<file path="src/rtl/rail_seq_pkg.sv">
package rail_seq_pkg;

  localparam int GRP_N   = 6;
  localparam int G_LOGIC = 0;
  localparam int G_AUX   = 1;
  localparam int G_CTL   = 2;
  localparam int G_ARR   = 3;
  localparam int G_GP    = 4;
  localparam int G_HV    = 5;

  typedef enum logic [3:0] {
    ST_IDLE     = 4'd0,
    ST_UP_LOGIC = 4'd1,
    ST_UP_AUX   = 4'd2,
    ST_UP_CTL   = 4'd3,
    ST_UP_ARR   = 4'd4,
    ST_READY    = 4'd5,
    ST_UP_GP    = 4'd6,
    ST_UP_HV    = 4'd7,
    ST_RUN      = 4'd8,
    ST_SHUT     = 4'd9,
    ST_FAULT    = 4'd10
  } seq_state_e;

  // Clears the highest set bit: the group enabled most recently goes first.
  function automatic logic [GRP_N-1:0] drop_top(input logic [GRP_N-1:0] m);
    logic [GRP_N-1:0] r;
    logic             done;
    r    = m;
    done = 1'b0;
    for (int i = GRP_N - 1; i >= 0; i--) begin
      if (!done && m[i]) begin
        r[i] = 1'b0;
        done = 1'b1;
      end
    end
    return r;
  endfunction

endpackage

</file>
<file path="src/rtl/rail_sync.sv">
module rail_sync #(
  parameter int STAGES = 2
) (
  input  logic clk,
  input  logic rst,
  input  logic d,
  output logic q
);
  logic [STAGES-1:0] sh;

  always_ff @(posedge clk) begin
    if (rst) sh <= '0;
    else     sh <= {sh[STAGES-2:0], d};
  end

  assign q = sh[STAGES-1];
endmodule

</file>
<file path="src/rtl/rail_grp_good.sv">
module rail_grp_good #(
  parameter int W = 2
) (
  input  logic         clk,
  input  logic         rst,
  input  logic [W-1:0] pg,
  output logic         good
);
  always_ff @(posedge clk) begin
    if (rst) good <= 1'b0;
    else     good <= &pg;
  end
endmodule

</file>
<file path="src/rtl/rail_cycle_timer.sv">
module rail_cycle_timer #(
  parameter int W = 16
) (
  input  logic         clk,
  input  logic         rst,
  input  logic         clr,
  output logic [W-1:0] cnt
);
  always_ff @(posedge clk) begin
    if (rst || clr)    cnt <= '0;
    else if (cnt != '1) cnt <= cnt + 1'b1;
  end

  // the wait counter advances by one each cycle it is not cleared
  assert_timer_step_R8: assert property (@(posedge clk) disable iff (rst)
    (!clr && cnt != '1) |=> (cnt == $past(cnt) + 1'b1))
    else $error("timer did not advance");
endmodule

</file>
<file path="src/rtl/rail_seq_top.sv">
module rail_seq_top
  import rail_seq_pkg::*;
#(
  parameter int N_LOGIC     = 2,
  parameter int N_AUX       = 3,
  parameter int N_CTL       = 2,
  parameter int N_ARR       = 2,
  parameter int TMR_W       = 16,
  parameter int OFF_GAP     = 4,
  parameter int SYNC_STAGES = 2
) (
  input  logic               clk,
  input  logic               rst,
  input  logic               master_en,
  input  logic [N_LOGIC-1:0] pg_logic,
  input  logic [N_AUX-1:0]   pg_aux,
  input  logic [N_CTL-1:0]   pg_ctl,
  input  logic [N_ARR-1:0]   pg_arr,
  input  logic               pg_gp,
  input  logic               pg_hv,
  input  logic [TMR_W-1:0]   timeout_cycles,
  input  logic               cmd_gp_start,
  input  logic               cmd_hv_start,
  input  logic               cmd_fault_clr,
  output logic [N_LOGIC-1:0] en_logic,
  output logic [N_AUX-1:0]   en_aux,
  output logic [N_CTL-1:0]   en_ctl,
  output logic [N_ARR-1:0]   en_arr,
  output logic               en_gp,
  output logic               en_hv,
  output logic               ctrl_rst_n,
  output logic [3:0]         state_code,
  output logic               fault_flag
);
  localparam int GAP_W = $clog2(OFF_GAP + 1);

  logic             en_s;
  logic [GRP_N-1:0] grp_good;
  seq_state_e       state_q, state_d;
  logic [GRP_N-1:0] on_q, on_d;
  logic             pend_q, pend_d;
  logic             rst_n_q, rst_n_d;
  logic             fault_q, fault_evt;
  logic [TMR_W-1:0] step_cnt;
  logic [GAP_W-1:0] gap_cnt;
  logic             step_clr, gap_clr, step_to, gap_hit;
  logic             is_up, has_next;
  logic [2:0]       cur_g, nxt_g;
  seq_state_e       nxt_st;

  // ---------------- master enable synchronizer ----------------
  rail_sync #(.STAGES(SYNC_STAGES)) u_sync (
    .clk(clk), .rst(rst), .d(master_en), .q(en_s)
  );

  // ---------------- per-group power-good reduction ----------------
  rail_grp_good #(.W(N_LOGIC)) u_pg_logic (.clk(clk), .rst(rst), .pg(pg_logic), .good(grp_good[G_LOGIC]));
  rail_grp_good #(.W(N_AUX))   u_pg_aux   (.clk(clk), .rst(rst), .pg(pg_aux),   .good(grp_good[G_AUX]));
  rail_grp_good #(.W(N_CTL))   u_pg_ctl   (.clk(clk), .rst(rst), .pg(pg_ctl),   .good(grp_good[G_CTL]));
  rail_grp_good #(.W(N_ARR))   u_pg_arr   (.clk(clk), .rst(rst), .pg(pg_arr),   .good(grp_good[G_ARR]));
  rail_grp_good #(.W(1))       u_pg_gp    (.clk(clk), .rst(rst), .pg(pg_gp),    .good(grp_good[G_GP]));
  rail_grp_good #(.W(1))       u_pg_hv    (.clk(clk), .rst(rst), .pg(pg_hv),    .good(grp_good[G_HV]));

  // ---------------- timers ----------------
  rail_cycle_timer #(.W(TMR_W)) u_step_tmr (
    .clk(clk), .rst(rst), .clr(step_clr), .cnt(step_cnt)
  );
  rail_cycle_timer #(.W(GAP_W)) u_gap_tmr (
    .clk(clk), .rst(rst), .clr(gap_clr), .cnt(gap_cnt)
  );

  assign step_to  = (step_cnt >= timeout_cycles);
  assign gap_hit  = (gap_cnt == GAP_W'(OFF_GAP - 1));
  assign step_clr = (state_d != state_q);
  assign gap_clr  = (state_q != ST_SHUT) || gap_hit;

  // ---------------- next-state logic ----------------
  always_comb begin
    state_d   = state_q;
    on_d      = on_q;
    pend_d    = pend_q;
    fault_evt = 1'b0;
    is_up     = 1'b0;
    has_next  = 1'b0;
    cur_g     = 3'(G_LOGIC);
    nxt_g     = 3'(G_LOGIC);
    nxt_st    = ST_IDLE;

    unique case (state_q)
      ST_IDLE: begin
        if (en_s) begin
          state_d        = ST_UP_LOGIC;
          on_d[G_LOGIC]  = 1'b1;
          pend_d         = 1'b0;
        end
      end
      ST_UP_LOGIC: begin
        is_up = 1'b1; cur_g = 3'(G_LOGIC); nxt_st = ST_UP_AUX;
        has_next = 1'b1; nxt_g = 3'(G_AUX);
      end
      ST_UP_AUX: begin
        is_up = 1'b1; cur_g = 3'(G_AUX); nxt_st = ST_UP_CTL;
        has_next = 1'b1; nxt_g = 3'(G_CTL);
      end
      ST_UP_CTL: begin
        is_up = 1'b1; cur_g = 3'(G_CTL); nxt_st = ST_UP_ARR;
        has_next = 1'b1; nxt_g = 3'(G_ARR);
      end
      ST_UP_ARR: begin
        is_up = 1'b1; cur_g = 3'(G_ARR); nxt_st = ST_READY;
      end
      ST_UP_GP: begin
        is_up = 1'b1; cur_g = 3'(G_GP); nxt_st = ST_READY;
      end
      ST_UP_HV: begin
        is_up = 1'b1; cur_g = 3'(G_HV); nxt_st = ST_RUN;
      end
      ST_READY: begin
        if (!en_s) begin
          state_d = ST_SHUT;
        end else if (cmd_gp_start && !on_q[G_GP]) begin
          state_d     = ST_UP_GP;
          on_d[G_GP]  = 1'b1;
        end else if (cmd_hv_start) begin
          state_d     = ST_UP_HV;
          on_d[G_HV]  = 1'b1;
        end
      end
      ST_RUN: begin
        if (!en_s) state_d = ST_SHUT;
      end
      ST_SHUT: begin
        if (on_q == '0)   state_d = pend_q ? ST_FAULT : ST_IDLE;
        else if (gap_hit) on_d    = drop_top(on_q);
      end
      ST_FAULT: begin
        if (!en_s) state_d = ST_IDLE;
      end
      default: state_d = ST_IDLE;
    endcase

    if (is_up) begin
      if (!en_s) begin
        state_d = ST_SHUT;
      end else if (grp_good[cur_g]) begin
        state_d = nxt_st;
        if (has_next) on_d[nxt_g] = 1'b1;
      end else if (step_to) begin
        state_d   = ST_SHUT;
        pend_d    = 1'b1;
        fault_evt = 1'b1;
      end
    end
  end

  assign rst_n_d = (state_d == ST_READY) || (state_d == ST_UP_GP) ||
                   (state_d == ST_UP_HV) || (state_d == ST_RUN);

  // ---------------- registers ----------------
  always_ff @(posedge clk) begin
    if (rst) begin
      state_q <= ST_IDLE;
      on_q    <= '0;
      pend_q  <= 1'b0;
      rst_n_q <= 1'b0;
      fault_q <= 1'b0;
    end else begin
      state_q <= state_d;
      on_q    <= on_d;
      pend_q  <= pend_d;
      rst_n_q <= rst_n_d;
      if (fault_evt)          fault_q <= 1'b1;
      else if (cmd_fault_clr) fault_q <= 1'b0;
    end
  end

  assign en_logic   = {N_LOGIC{on_q[G_LOGIC]}};
  assign en_aux     = {N_AUX{on_q[G_AUX]}};
  assign en_ctl     = {N_CTL{on_q[G_CTL]}};
  assign en_arr     = {N_ARR{on_q[G_ARR]}};
  assign en_gp      = on_q[G_GP];
  assign en_hv      = on_q[G_HV];
  assign ctrl_rst_n = rst_n_q;
  assign state_code = state_q;
  assign fault_flag = fault_q;

  // ---------------- assertions ----------------
  assert_start_sync_R2: assert property (@(posedge clk) disable iff (rst)
    $rose(on_q[G_LOGIC]) |-> $past(en_s))
    else $error("logic rails started without synchronized enable");

  assert_aux_after_logic_R3: assert property (@(posedge clk) disable iff (rst)
    on_q[G_AUX] |-> on_q[G_LOGIC])
    else $error("aux group on without logic group");

  assert_chain_order_R4: assert property (@(posedge clk) disable iff (rst)
    (on_q[G_CTL] |-> on_q[G_AUX]) and (on_q[G_ARR] |-> on_q[G_CTL]))
    else $error("controller/array group order broken");

  assert_rst_needs_arr_R5: assert property (@(posedge clk) disable iff (rst)
    rst_n_q |-> (on_q[G_ARR:G_LOGIC] == 4'hF))
    else $error("controller reset released early");

  assert_gp_after_rst_R6: assert property (@(posedge clk) disable iff (rst)
    $rose(on_q[G_GP]) |-> $past(rst_n_q))
    else $error("general-purpose buck started before reset release");

  assert_hv_last_R7: assert property (@(posedge clk) disable iff (rst)
    $rose(on_q[G_HV]) |-> ($past(rst_n_q) && on_q[G_ARR:G_LOGIC] == 4'hF))
    else $error("high-voltage regulator not last");

  assert_rst_before_off_R9: assert property (@(posedge clk) disable iff (rst)
    (($past(on_q) & ~on_q) != '0) |-> (!rst_n_q && !$past(rst_n_q)))
    else $error("rail turned off while reset released");

  assert_fault_sets_R10: assert property (@(posedge clk) disable iff (rst)
    fault_evt |=> fault_q)
    else $error("fault flag not set");

  assert_fault_parked_R11: assert property (@(posedge clk) disable iff (rst)
    (state_q == ST_FAULT) |-> (on_q == '0 && !rst_n_q))
    else $error("fault state with rail on");
endmodule

</file>
<file path="config.mk">
export PLATFORM = sky130hd
export DESIGN_NAME = rail_seq_top
export DESIGN_NICKNAME = d
export VERILOG_FILES = /design/src/rtl/rail_seq_pkg.sv /design/src/rtl/rail_sync.sv /design/src/rtl/rail_grp_good.sv /design/src/rtl/rail_cycle_timer.sv /design/src/rtl/rail_seq_top.sv
export SDC_FILE = /design/constraint.sdc
export NUM_CORES = 1
export LEC_CHECK = 0
export BUFFER_PORTS_ARGS = -buffer_cell sky130_fd_sc_hd__buf_2
export CORE_MARGIN = 4
export CORE_UTILIZATION = 60
export DETAILED_ROUTE_END_ITERATION = 10
export GPL_ROUTABILITY_DRIVEN = 0
export PLACE_DENSITY = 0.86
export SLEW_MARGIN = 5
export SYNTH_ARGS = -nofsm -noshare
export SYNTH_HDL_FRONTEND = slang
export SYNTH_SLANG_ARGS = --single-unit
</file>
<file path="constraint.sdc">
create_clock -name clk -period 5.5 [get_ports clk]
set_clock_uncertainty 0.05 [all_clocks]
set_input_delay 0.825 -clock clk [delete_from_list [all_inputs] [get_ports clk]]
set_output_delay 0.825 -clock clk [all_outputs]
set_load 0.05 [all_outputs]
</file>
== Yosys cells after proc, flatten, opt, wreduce, memory -nomap -nowiden ==
Index checks and enable logic that the tools add are counted.
Widths: inputs -> output; s select.

* Register bits: 40
* Input port bits: 33
* Output and inout bits: 17
* Word-level logic and storage cells: 142

* Add/subtract/negate cells: 2
* Order comparisons: 4
* Equal/unequal tests: 19
* Multiplexer cells: 73
* Bitwise logic cells: 1
* Reductions and logical operators: 29

{| class="wikitable"
|+ Operators with widths
! kind !! number
|-
| $mux 4 || 12
|-
| $mux 1 || 45
|-
| $mux 6 || 6
|-
| $eq 4x3->1 const B || 7
|-
| $pmux 4 s6 || 1
|-
| $pmux 4 s5 || 1
|-
| $add 16x1->16 const B || 1
|-
| $eq 4x4->1 const B || 4
|-
| $ge 16x16->1 || 1
|-
| $ne 16x16->1 const B || 1
|-
| $pmux 3 s5 || 1
|-
| $eq 4x2->1 const B || 2
|-
| $lt 3x4->1 const B || 2
|-
| $logic_and 1x1->1 || 7
|-
| $logic_not 1->1 || 6
|-
| $logic_not 6->1 || 1
|-
| $logic_or 1x1->1 || 6
|-
| $or 6x6->6 || 1
|-
| $pmux 2 s3 || 1
|-
| $reduce_and 2->1 || 3
|-
| $reduce_or 6->1 || 1
|-
| $eq 4x1->1 const B || 1
|-
| $logic_not 4->1 || 1
|-
| $ne 4x4->1 || 1
|-
| other kinds (15) || 15
|}

== Logic depth before layout (Yosys ltp) ==
* Depth after elaboration: 39
* Depth in mapped cells: 10
* Gate-level depth less buffers: 9

== Modules after synthesis ==
Synthesis repeated with hierarchy kept, for this count alone.

* Cells, all modules: 319
* Area, all modules: 2,658.8 um2

{| class="wikitable"
|+ By module, submodules not included
! module !! instances !! cells an instance !! area each (um2) !! sequential area each (um2)
|-
| rail_seq_top || 1 || 197 || 1,462.7 || 260.2
|-
| rail_cycle_timer at u_step_tmr || 1 || 95 || 830.8 || 320.3
|-
| rail_cycle_timer at u_gap_tmr || 1 || 11 || 128.9 || 60.1
|-
| rail_grp_good at u_pg_arr ... || 3 || 2 || 28.8 || 20.0
|-
| rail_grp_good at u_pg_gp ... || 2 || 2 || 33.8 || 20.0
|-
| rail_sync || 1 || 4 || 52.6 || 40.0
|-
| rail_grp_good at u_pg_aux || 1 || 2 || 30.0 || 20.0
|}

== Worst setup path before layout ==
Ideal clock, no wire load.

* Path type: in2reg
* Start point: input port timeout_cycles[13]
* End point: register u_step_tmr.cnt[6]
* Library setup time: 64 ps
* Data arrival time: 2,644 ps
* Data required time: 5,386 ps
* Slack: 2,742 ps
* Stages on the path: 10
* Path buffers: 1
* Path through: inv_1 ha_1 a21o_1 a21o_1 a221oi_1 o221ai_1 a211oi_2 nand4b_4 buf_6 nor2_1

* Longest elaborated chain between the ends: 7

{| class="wikitable"
|+ RTL lines
! element !! line !! RTL
|-
| from (decl) || rail_seq_top.sv:21 || <nowiki>input logic [TMR_W-1:0] timeout_cycles,</nowiki>
|-
| $ge 16x16->1 || rail_seq_top.sv:72 || <nowiki>assign step_to = (step_cnt >= timeout_cycles);</nowiki>
|-
| $mux 4 || rail_seq_top.sv:148 || <nowiki>end else if (step_to) begin</nowiki>
|-
| $mux 4 || rail_seq_top.sv:145 || <nowiki>end else if (grp_good[cur_g]) begin</nowiki>
|-
| $mux 4 || rail_seq_top.sv:143 || <nowiki>if (!en_s) begin</nowiki>
|-
| $mux 4 || rail_seq_top.sv:142 || <nowiki>if (is_up) begin</nowiki>
|-
| $ne 4x4->1 || rail_seq_top.sv:74 || <nowiki>assign step_clr = (state_d != state_q);</nowiki>
|-
| $logic_or 1x1->1 || rail_cycle_timer.sv:10 || <nowiki>if (rst || clr) cnt <= '0;</nowiki>
|-
| to (signal assigned) || rail_cycle_timer.sv:11 || <nowiki>else if (cnt != '1) cnt <= cnt + 1'b1;</nowiki>
|-
| to (decl) || rail_cycle_timer.sv:7 || <nowiki>output logic [W-1:0] cnt</nowiki>
|}

No other way between the ends.
A chain may end at the register's enable or synchronous reset.

== Worst setup path in the final report ==
* Start point: input port timeout_cycles[13]
* End point: register u_step_tmr.cnt[15]

Same word-level chain as after synthesis.

==> results by group <==
Run status
  – Status: finished clean

Synth
  – Syn Inst Count: 311
  – EDFF count, synth: 0
  – Post-Syn Area per Cell: 8.247 um2
  – Mapped Area: between 0.002 and 0.003 mm2
  – Post-synth top flop: dfxtp_1
  – Synth cell types: slightly below 60
  – Sequential share of the synthesized area: between 30% and 40%
  – Synth Register Bits: 40
  – Async SR Flop Fraction: 0%
  – Post-Syn Nets: between 300 and 400
  – Yosys warns: 0

Floorplan
  – Die height: approximately 73 um
  – Die width: roughly 73 um
  – Die footprint: about 0.0054 mm2
  – Io pins: 50
  – FP Rows: 23
  – Core ar.: between 0.004 and 0.005 mm2
  – Initial Util: 63.21%

Finish
  – Commonest non-fill, non-tap cell in the layout: buf_2
  – N_diodes: 0
  – Final net count: 405
  – Most frequent cells in the layout: buf_2, dfxtp_1, nor2_1
  – Final core utilization: around 71%
  – Ratio of cells with drive above 1 in the final layout: between 20% and 30%
  – P&R area growth vs syn: 12.49%

Clocking
  – Clock root buffer: clkbuf_8
  – H-tree levels: 2
  – Cts hold-fix bufs: 0
  – Post-CTS sizing: 0
  – TritonCTS clock tree: yes
  – Clk sinks: 40
  – Insertion delay to the later sink of the worst-skew pair: 290 ps
  – TritonCTS buffer count: 5
  – Deepest clock path buffer count: 2
  – Postcts setup bufs: 0
  – Clock transition at path regs: approximately 80 ps

Routing
  – DRT iter0 DRCs: 164
  – Antenna viol nets, final: 0
  – Via density: approximately 5.8
  – Routed len/inst: roughly 13 um
  – DRC viols: 0
  – WL final: approximately 5300 um
  – Via count: roughly 2300
  – Detailed Routing Iterations Pass 1: 4

Critical path
  – CP top delay family: compound AO/OA/AOI/OAI gates
  – CP peak stage delay: 320 ps
  – Worst Path Arrival: 2970 ps
  – Worst path slowest cell: a211oi_2
  – Most frequent CP cell: a21o_1
  – Critical path buffer and inverter count: 2
  – Crit path kind: in2reg
  – Crit path launch type: input pin
  – Critical path fanouts, max: 16
  – Crit path cell chain: buf_2, inv_1, ha_1, a21o_1, a21o_1, a221oi_1, o221ai_1, a211oi_2, nand4b_4, a211oi_1
  – Required @ worst endpoint: 5670 ps
  – CP Capture Type: flop

Global routing
  – Largest net degree at the start of global routing: 25
  – Global route overflow: 0
  – GRT Total Usage: about a fifth
  – First-pass GRT wire length: about 8900 um
  – Number of global-route vias before repair: about 2100
  – Initial antenna violation count: 0

Place
  – I/O Buffers: a little under 50
  – Final HPWL DP: roughly 4000 um

Power
  – P_leak: roughly 1.3 nW
  – Pwr per Cell Area: 308.8 mW/mm2
  – Peak VDD IR: ~0.33 mV

STA
  – Final Setup Violations: 0
  – Unrepaired setup endpoints after global routing: no
  – Fin. Hold Viols: 0
  – Fin crit period: 2806 ps
  – Final Max Tran Viols: 0
  – Setup TNS: 0 ps
  – Worst-Margin Slew: approximately 810 ps
  – Headroom to the max-slew limit: 46.01%
  – Final period util: 51.02%
  – Fmax: 356.4 MHz

Hold path
  – Min-Delay Path Class: reg2reg

Job
  – Max cap viols: 0
-- cell families (layout without fill, tap and decap cells) --
group / Yosys count / in the layout / share of synthesized area [%]
mux: 5 / 5 / 2.049
fa+ha+maj: 20 / 20 / 9.756
compound gates: 63 / 63 / 18.00
buf+inv: 41 / 83 / 7.658
xor+xnor: 14 / 14 / 4.781
flops: 40 / 40 / 31.22
simple gates: 128 / 128 / 26.54
-- synth_stat cells, types with 3 or more instances --
master	n	share of area, %
a211oi_1	3	0.88
a21o_1	9	2.6
a21oi_1	12	2.3
a31oi_1	4	0.98
and2_1	3	0.73
and3_1	6	1.5
buf_2	4	0.78
buf_4	6	1.8
dfxtp_1	40	31
ha_1	20	9.8
inv_1	25	3.7
mux2i_1	3	1.2
nand2_1	23	3.4
nand2b_1	5	1.2
nand3_1	10	2.0
nand4_1	7	1.7
nor2_1	39	5.7
nor2b_1	10	2.4
nor3_1	9	1.8
nor4_1	4	0.98
o21ai_0	10	2.0
xnor2_1	6	2.0
xor2_1	8	2.7
-- sequential cells by signal (all words and copies together), names as in the netlist, 2 cells and up --
name	flops
u_sync.sh	2
state_code	4
u_step_tmr.cnt	16
u_gap_tmr.cnt	3
on_q	6
-- where the power goes --
| part | switching, W | leakage [nW] | internal, W |
|---|---|---|---|
| registers | 0.0000479 | 0.325 | 0.000307 |
| logic | 0.000183 | 0.951 | 0.000115 |
| clock network | 0.000104 | 0.0541 | 0.000134 |
| total | 0.000335 | 1.33 | 0.000556 |
-- through the flow --
| stage | setup WS [ps] | std cells | area [um2] | hold WS, ps | power, W |
|---|---|---|---|---|---|
| 3_5_place_dp | 2399 | 395 | 2774 | 399.0 | 0.0006555 |
| 2_1_floorplan | 2742 | 311 | 2565 | 363.8 | 0.0006133 |
| 3_3_place_gp | 2482 | 395 | 2774 | 368.0 | 0.0006507 |
| 6_report | 2694 | 403 | 2885 | 412.3 | 0.0008911 |
| 5_1_grt | 2522 | 403 | 2885 | 418.6 | 0.0009415 |
| 4_1_cts | 2693 | 403 | 2885 | 412.9 | 0.0008939 |
-- area by class of cell --
cell class | instances | area, um2
inverters | 26 | 97.59
repair buffers | 49 | 245.2
well taps | 50 | 62.56
clock inverters | 3 | 42.54
multi-input cells | 230 | 1568
flip-flops and latches | 40 | 800.8
clock buffers | 5 | 68.82
fillers | 309 | 1172
-- worst paths after layout --
| kind | endpoint | startpoint | slack [ps] | cells after the start |
|---|---|---|---|---|
| setup / recovery | u_step_tmr.cnt[15] | timeout_cycles[13] | 2690 | 10 |
| hold / removal | u_sync.sh[1] | u_sync.sh[0] | 410 | 1 |
| setup reg to reg | u_step_tmr.cnt[15] | state_code[1] | 2730 | 7 |
| hold reg to reg | u_sync.sh[1] | u_sync.sh[0] | 410 | 1 |
-- routing by layer --
metal	global-route usage (%)	routed length, um	up-vias
li1	-	-	1175
met1	26.20	2405	1075
met2	33.96	2446	75
met3	5.062	379	7
met4	8.451	69	0
met5	0	0	-
Power figures use the tool's default switching activity.
